`src/rtl/irq_cascade_pkg.sv`:
```
package irq_cascade_pkg;

    // Default geometry shared by the controller pieces.
    localparam int LINES_DEF   = 8;
    localparam int CASCADE_DEF = 2;
    localparam int VEC_W_DEF   = 8;

    // CPU-facing request sequencing.
    typedef enum logic [1:0] {
        ST_IDLE  = 2'd0,
        ST_RAISE = 2'd1,
        ST_GAP   = 2'd2
    } cpu_state_e;

endpackage

```
`src/rtl/irq_prio_resolver.sv`:
```
module irq_prio_resolver #(
    parameter int LINES = 8,
    localparam int LW   = $clog2(LINES)
) (
    input  logic [LINES-1:0] pend_i,
    input  logic [LINES-1:0] insvc_i,
    input  logic [LW-1:0]    rot_i,
    output logic             valid_o,
    output logic [LW-1:0]    line_o
);

    logic          p_found, s_found;
    logic [LW-1:0] p_rank, s_rank;

    // Rank 0 is the line at the rotation base; lower rank wins.
    always_comb begin
        p_found = 1'b0;
        s_found = 1'b0;
        p_rank  = '0;
        s_rank  = '0;
        for (int k = LINES - 1; k >= 0; k--) begin
            if (pend_i[LW'(k) + rot_i]) begin
                p_found = 1'b1;
                p_rank  = LW'(k);
            end
            if (insvc_i[LW'(k) + rot_i]) begin
                s_found = 1'b1;
                s_rank  = LW'(k);
            end
        end
    end

    assign valid_o = p_found && (!s_found || (p_rank < s_rank));
    assign line_o  = p_rank + rot_i;

endmodule

```
`src/rtl/irq_unit.sv`:
```
module irq_unit #(
    parameter int LINES = 8,
    localparam int LW   = $clog2(LINES)
) (
    input  logic             clk,
    input  logic             rst_n,
    input  logic [LINES-1:0] lvl_i,
    input  logic [LINES-1:0] setp_i,
    input  logic             aeoi_i,
    input  logic             rot_aeoi_i,
    input  logic             ack_i,
    input  logic [LW-1:0]    ack_line_i,
    output logic             valid_o,
    output logic [LW-1:0]    line_o
);

    logic [LINES-1:0] last_q, pend_q, insvc_q;
    logic [LINES-1:0] new_edge, ack_mask;
    logic [LW-1:0]    rot_q;

    assign new_edge = lvl_i & ~last_q;
    assign ack_mask = ack_i ? (LINES'(1) << ack_line_i) : '0;

    always_ff @(posedge clk) begin
        if (!rst_n) begin
            last_q  <= '0;
            pend_q  <= '0;
            insvc_q <= '0;
            rot_q   <= '0;
        end else begin
            last_q <= lvl_i;
            pend_q <= (pend_q & ~ack_mask) | new_edge | setp_i;
            if (ack_i && !aeoi_i) begin
                insvc_q <= insvc_q | ack_mask;
            end
            if (ack_i && aeoi_i && rot_aeoi_i) begin
                rot_q <= ack_line_i + 1'b1;
            end
        end
    end

    irq_prio_resolver #(.LINES(LINES)) i_resolver (
        .pend_i  (pend_q),
        .insvc_i (insvc_q),
        .rot_i   (rot_q),
        .valid_o (valid_o),
        .line_o  (line_o)
    );

    // acknowledged line leaves pending unless re-set in the same cycle
    a_r6_ack_clears_pending: assert property (@(posedge clk) disable iff (!rst_n)
        (ack_i && !new_edge[ack_line_i] && !setp_i[ack_line_i])
        |=> !pend_q[$past(ack_line_i)]);

    // without automatic end-of-interrupt the line enters service
    a_r7_ack_sets_insvc: assert property (@(posedge clk) disable iff (!rst_n)
        (ack_i && !aeoi_i) |=> insvc_q[$past(ack_line_i)]);

    // with automatic end-of-interrupt nothing enters service
    a_r8_aeoi_no_insvc: assert property (@(posedge clk) disable iff (!rst_n)
        (ack_i && aeoi_i) |=> (insvc_q == $past(insvc_q)));

    // rotation base moves to one past the acknowledged line
    a_r9_rotate_base: assert property (@(posedge clk) disable iff (!rst_n)
        (ack_i && aeoi_i && rot_aeoi_i) |=> (rot_q == LW'($past(ack_line_i) + 1'b1)));

endmodule

```
`src/rtl/irq_cascade_ctrl.sv`:
```
module irq_cascade_ctrl
    import irq_cascade_pkg::*;
#(
    parameter int LINES     = LINES_DEF,
    parameter int CASC_LINE = CASCADE_DEF,
    parameter int VEC_W     = VEC_W_DEF,
    localparam int LW       = $clog2(LINES),
    localparam int TOTAL    = 2 * LINES,
    localparam int NUM_W    = LW + 1
) (
    input  logic             clk,
    input  logic             rst_n,
    input  logic [TOTAL-1:0] req_i,
    input  logic             ack_i,
    input  logic [VEC_W-1:0] m_base_i,
    input  logic [VEC_W-1:0] s_base_i,
    input  logic             m_aeoi_i,
    input  logic             m_rot_i,
    input  logic             s_aeoi_i,
    input  logic             s_rot_i,
    output logic             irq_o,
    output logic [NUM_W-1:0] irq_num_o,
    output logic [VEC_W-1:0] vector_o
);

    localparam logic [LINES-1:0] CASC_MASK = LINES'(1) << CASC_LINE;

    cpu_state_e       state_q, state_d;
    logic             m_valid, s_valid;
    logic [LW-1:0]    m_line, s_line;
    logic             ack_fire, casc_win;
    logic [LINES-1:0] m_lvl, m_setp;
    logic [VEC_W-1:0] vec_q, vec_next;

    assign casc_win = (m_line == LW'(CASC_LINE));
    assign m_lvl    = req_i[LINES-1:0] & ~CASC_MASK;
    assign m_setp   = (s_valid && !ack_fire) ? CASC_MASK : '0;

    irq_unit #(.LINES(LINES)) i_slave (
        .clk        (clk),
        .rst_n      (rst_n),
        .lvl_i      (req_i[TOTAL-1:LINES]),
        .setp_i     ('0),
        .aeoi_i     (s_aeoi_i),
        .rot_aeoi_i (s_rot_i),
        .ack_i      (ack_fire && casc_win),
        .ack_line_i (s_line),
        .valid_o    (s_valid),
        .line_o     (s_line)
    );

    irq_unit #(.LINES(LINES)) i_master (
        .clk        (clk),
        .rst_n      (rst_n),
        .lvl_i      (m_lvl),
        .setp_i     (m_setp),
        .aeoi_i     (m_aeoi_i),
        .rot_aeoi_i (m_rot_i),
        .ack_i      (ack_fire),
        .ack_line_i (m_line),
        .valid_o    (m_valid),
        .line_o     (m_line)
    );

    // State register
    always_ff @(posedge clk) begin
        if (!rst_n) begin
            state_q <= ST_IDLE;
            vec_q   <= '0;
        end else begin
            state_q <= state_d;
            if (ack_fire) begin
                vec_q <= vec_next;
            end
        end
    end

    // Next state
    always_comb begin
        state_d = state_q;
        unique case (state_q)
            ST_IDLE:  if (m_valid) state_d = ST_RAISE;
            ST_RAISE: if (ack_i)   state_d = ST_GAP;
            ST_GAP:   state_d = m_valid ? ST_RAISE : ST_IDLE;
            default:  state_d = ST_IDLE;
        endcase
    end

    // Outputs
    always_comb begin
        irq_o     = (state_q == ST_RAISE);
        ack_fire  = irq_o && ack_i;
        irq_num_o = casc_win ? {1'b1, s_line} : {1'b0, m_line};
        vec_next  = casc_win ? {s_base_i[VEC_W-1:LW], s_line}
                             : {m_base_i[VEC_W-1:LW], m_line};
        vector_o  = vec_q;
    end

    // CPU request only while the master has something deliverable
    a_r2_irq_needs_winner: assert property (@(posedge clk) disable iff (!rst_n)
        irq_o |-> m_valid);

    // request drops in the cycle after an accepted acknowledge
    a_r10_gap_after_ack: assert property (@(posedge clk) disable iff (!rst_n)
        (irq_o && ack_i) |=> !irq_o);

    // a stray acknowledge leaves the vector alone
    a_r11_stray_ack_ignored: assert property (@(posedge clk) disable iff (!rst_n)
        (!irq_o && ack_i) |=> $stable(vector_o));

    // a slave interrupt's vector carries the slave line
    a_r4_slave_vector_line: assert property (@(posedge clk) disable iff (!rst_n)
        (irq_o && ack_i && irq_num_o[LW]) |=> (vector_o[LW-1:0] == $past(irq_num_o[LW-1:0])));

endmodule

```
`config.mk`:
```
export PLATFORM = sky130hd
export DESIGN_NAME = irq_cascade_ctrl
export DESIGN_NICKNAME = d
export VERILOG_FILES = /design/src/rtl/irq_cascade_pkg.sv /design/src/rtl/irq_prio_resolver.sv /design/src/rtl/irq_unit.sv /design/src/rtl/irq_cascade_ctrl.sv
export SDC_FILE = /design/constraint.sdc
export NUM_CORES = 1
export LEC_CHECK = 0
export ABC_AREA = 1
export BUFFER_PORTS_ARGS = -buffer_cell sky130_fd_sc_hd__buf_2
export CAP_MARGIN = 20
export CORE_MARGIN = 4
export CORE_UTILIZATION = 50
export DETAILED_ROUTE_END_ITERATION = 10
export PLACE_DENSITY = 0.82
export SLEW_MARGIN = 10
export SYNTH_ARGS = -nofsm -noshare
export SYNTH_HDL_FRONTEND = slang
export SYNTH_SLANG_ARGS = --single-unit
```
`constraint.sdc`:
```
create_clock -name clk -period 3.9 [get_ports clk]
set_input_delay 0.78 -clock clk [delete_from_list [all_inputs] [get_ports clk]]
set_output_delay 0.78 -clock clk [all_outputs]
set_load 0.1 [all_outputs]
```
==> run_results.csv <==
group,metric,value,unit
logic_synthesis,yosysSeqAreaShare,28.43,%
drt,vias_per_cell,5.454,
drt,ant_nets,0,
worst_setup_path,cp_common_cell,"nand2_1",
logic_synthesis,netlist_area,0.004437,mm^2
die,fp-row-count,34,
clocking,h-tree-depth,3,
clocking,clk_transition_reported_paths,0.07,ns
global_route,overflow,0,
drt,wl_per_cell,14.48,um
clocking,clockBufferDepth,2,
drt,dr.pass1.iters,5,
global_route,grt_max_degree,35,
outcome,outcome,"finished, violations left",
worst_setup_path,path_max_fanout,6,
power,powerDensity,568.7,mW/mm^2
final_layout,layout-drive-gt1-share,27.10,%
die,die_h,102.2,um
clocking,worst_skew_pair.late_latency,0.34,ns
sta,fin_ws,-0.2045,ns
sta,fin_crit_sh,105.2,%
drt,drc,0,
final_layout,instances_no_fill,916,
placement,numPortBuffers,44,
final_layout,antenna_cells,0,
job,drv_cap,0,
die,die_area,0.01044,mm^2
worst_hold_path,whs_path_depth,1,
drt,vias,4996,
clocking,cts_num_sinks,63,
worst_setup_path,start_kind,"register",
die,initial_core_util,51.12,%
worst_setup_path,crit_slowest_cell,"fa_2",
worst_setup_path,cp.arrival,3.32,ns
logic_synthesis,ys_ff_latch,63,
global_route,grt_antenna_before_repair,0,
worst_setup_path,worstSetupPathType,"reg2out",
logic_synthesis,synthTopCellsByArea,"dfxtp_1 28%, nand2_1 22%, nand3_1 12%, inv_1 6.0%, ha_1 5.6%",
sta,fmax,243.6,MHz
logic_synthesis,synthDistinctLibCells,38,
sta,slew-limit-headroom,32.47,%
drt,routed_wl,13260,um
final_layout,final_nets,864,
power,leakage,0.002910,uW
logic_synthesis,yosys.area.top_type,"dfxtp_1",
placement,post-place-ws,-0.1015,ns
global_route,grt_pass1_vias,4895,
clocking,cts_hold_buf,0,
worst_setup_path,cp-end-kind,"primary output",
logic_synthesis,yosysTopAreaCellShare,28.43,%
power,vdd_drop_max,0.7490,mV
clocking,cts_buffers,9,
worst_setup_path,r2r_cells,36,
global_route,grt_pass1_wl,21900,um
die,core_area,0.008678,mm^2
logic_synthesis,yosysWarnings,0,
die,die-width,102.2,um
worst_hold_path,min_path_type,"reg2reg",
worst_setup_path,slowest_delay,0.61,ns
sta,drv_slew,0,
placement,place_congestion,0.9621,
clocking,cts_root_buffer,"clkbuf_8",
sta,skew,0.01207,ns
logic_synthesis,syn_nets,771,
final_layout,final_area,0.005687,mm^2
placement,dpl_cell_area,0.004913,mm^2
placement,dp_hpwl,8890,um
sta,period_minus_slack,4.104,ns
final_layout,area_growth_syn_to_layout,28.17,%
sta,hold_viol_final,0,
placement,dpl.cell_count,859,
global_route,grt.total_usage,26.28,%
sta,worstMarginPinSlew,1.012,ns
worst_setup_path,crit_chain,"inv_4 > ha_4 > inv_6 > nand3_4 > nand3_2 > nand2_2 > nand2_1 > nand2_1 > nand2_1 > nand2_1 > nand2_1 > nand2_1 > nand2_2 > inv_2 > ha_4 > inv_2 > fa_2 > inv_4 > ha_4 > nand2_8 > nand2_4 > o21ai_4 > buf_12",
sta,finalSetupViolCount,5,
logic_synthesis,syn_inst,710,
clocking,cts_tree,"done",
sta,rsz0062_at_grt,"yes",
worst_setup_path,cp.required,3.12,ns
drt,first_iter_violations,532,
logic_synthesis,avgSynthCellArea,6.249,um^2
die,io_pins,52,
outcome,violations,"setup timing",
[cell families (layout without fill, tap and decap cells)]
logic type	count (synthesis)	after routing	share of synthesized area [%]
simple gates	422	422	41.71
fa+ha+maj	22	22	6.543
xor+xnor	6	6	1.861
flops	63	63	28.43
compound gates	79	79	9.616
buf+inv	118	216	11.84
[cells in the final DEF (no fill, tap or decap), drive strengths merged]
cell,n
xnor2,4
inv,87
o21ai,32
clkbuf,10
fa,2
dfxtp,63
o22ai,4
a21o,1
clkinv,5
and2,1
a21oi,32
nand2,267
nand3b,5
ha,20
buf,111
clkinvlp,2
xor2,2
nand3,113
nand4,2
or2,1
a31oi,8
o21bai,2
nor2,31
bufinv,1
nor3,2
[cells in the mapped netlist]
cell / n
a21o_2: 1
fa_1: 2
clkinv_2: 1
buf_2: 6
o21ai_2: 1
nor3_1: 2
nand2_2: 6
xnor2_2: 4
buf_6: 6
inv_2: 15
o21bai_1: 2
nand3_4: 1
nand3b_1: 5
nand3_2: 2
buf_4: 7
dfxtp_1: 63
xor2_1: 2
nand2_4: 4
nand4_1: 2
ha_1: 20
o21ai_0: 21
nor2_4: 1
or2_2: 1
nor2_1: 30
clkinv_1: 1
clkbuf_1: 9
a21oi_1: 31
o22ai_1: 4
nand2_1: 256
buf_1: 1
a21oi_2: 1
inv_4: 1
o21ai_1: 10
inv_1: 71
and2_4: 1
nand2_8: 1
a31oi_1: 8
nand3_1: 110
[worst paths after layout]
path	from	endpoint	slack, ns
max	i_master.rot_q[0]	irq_num_o[1]	-0.20
min	i_slave.last_q[6]	i_slave.pend_q[6]	0.41
min reg2reg	i_slave.last_q[6]	i_slave.pend_q[6]	0.41
max reg2reg	i_master.rot_q[0]	state_q[0]	-0.10
[power by group]
| part | switching (uW) | leakage (uW) | internal [uW] |
|---|---|---|---|
| Combinational | 1190 | 0.00230 | 730 |
| Sequential | 44.0 | 0.000521 | 699 |
| Clock | 275 | 0.0000927 | 298 |
| Total | 1510 | 0.00291 | 1730 |
[area by class of cell]
type | instances | area (um^2)
Fill cell | 718 | 2992
Timing Repair Buffer | 111 | 814.5
Clock buffer | 10 | 127.6
Tap cell | 108 | 135.1
Clock inverter | 6 | 71.32
Inverter | 89 | 357.8
Multi-Input combinational cell | 529 | 2908
Sequential cell | 63 | 1272
[registers in the layout (all words and copies together), names as in the netlist]
| signal | flops |
|---|---|
| vector_o | 8 |
| state_q | 2 |
| i_master.insvc_q | 8 |
| i_slave.insvc_q | 8 |
| i_master.last_q | 7 |
| i_slave.last_q | 8 |
| i_slave.rot_q | 3 |
| i_master.pend_q | 8 |
| i_master.rot_q | 3 |
| i_slave.pend_q | 8 |
[critical path, delay by kind of cell (launching register included)]
family | cells | cell delay, ns
adder cells (fa/ha/maj) | 4 | 1.25
flip-flops | 1 | 0.39
AO/OA/AOI/OAI | 1 | 0.08
AND/OR/NAND/NOR | 12 | 0.77
buffers and inverters | 6 | 0.47
[repair_timing]
action	in CTS	in global routing
pin swaps	26	12
setup buffers	42	1
resized for setup	56	12
setup endpoints to repair	4	8
[through the flow]
step / util, % / TNS, ns / total power [uW] / hold slack [ns]
after global placement: 56.62 / -0.02324 / 2210 / 0.3927
after detailed placement: 56.62 / -0.3051 / 2250 / 0.3964
after global routing: 65.53 / -1.743 / 3401 / 0.4219
final: 65.53 / -0.8458 / 3234 / 0.4061
after floorplan: - / -0.01813 / 1962 / 0.3895
after CTS: 64.94 / -0.6078 / 3147 / 0.4070
[routing by layer]
metal	routed length [um]	GRT usage, %
met5	0	0
met2	6357	44.78
met3	979	5.461
met1	5511	32.03
met4	411	11.40
(Power assumes the default switching activity.)
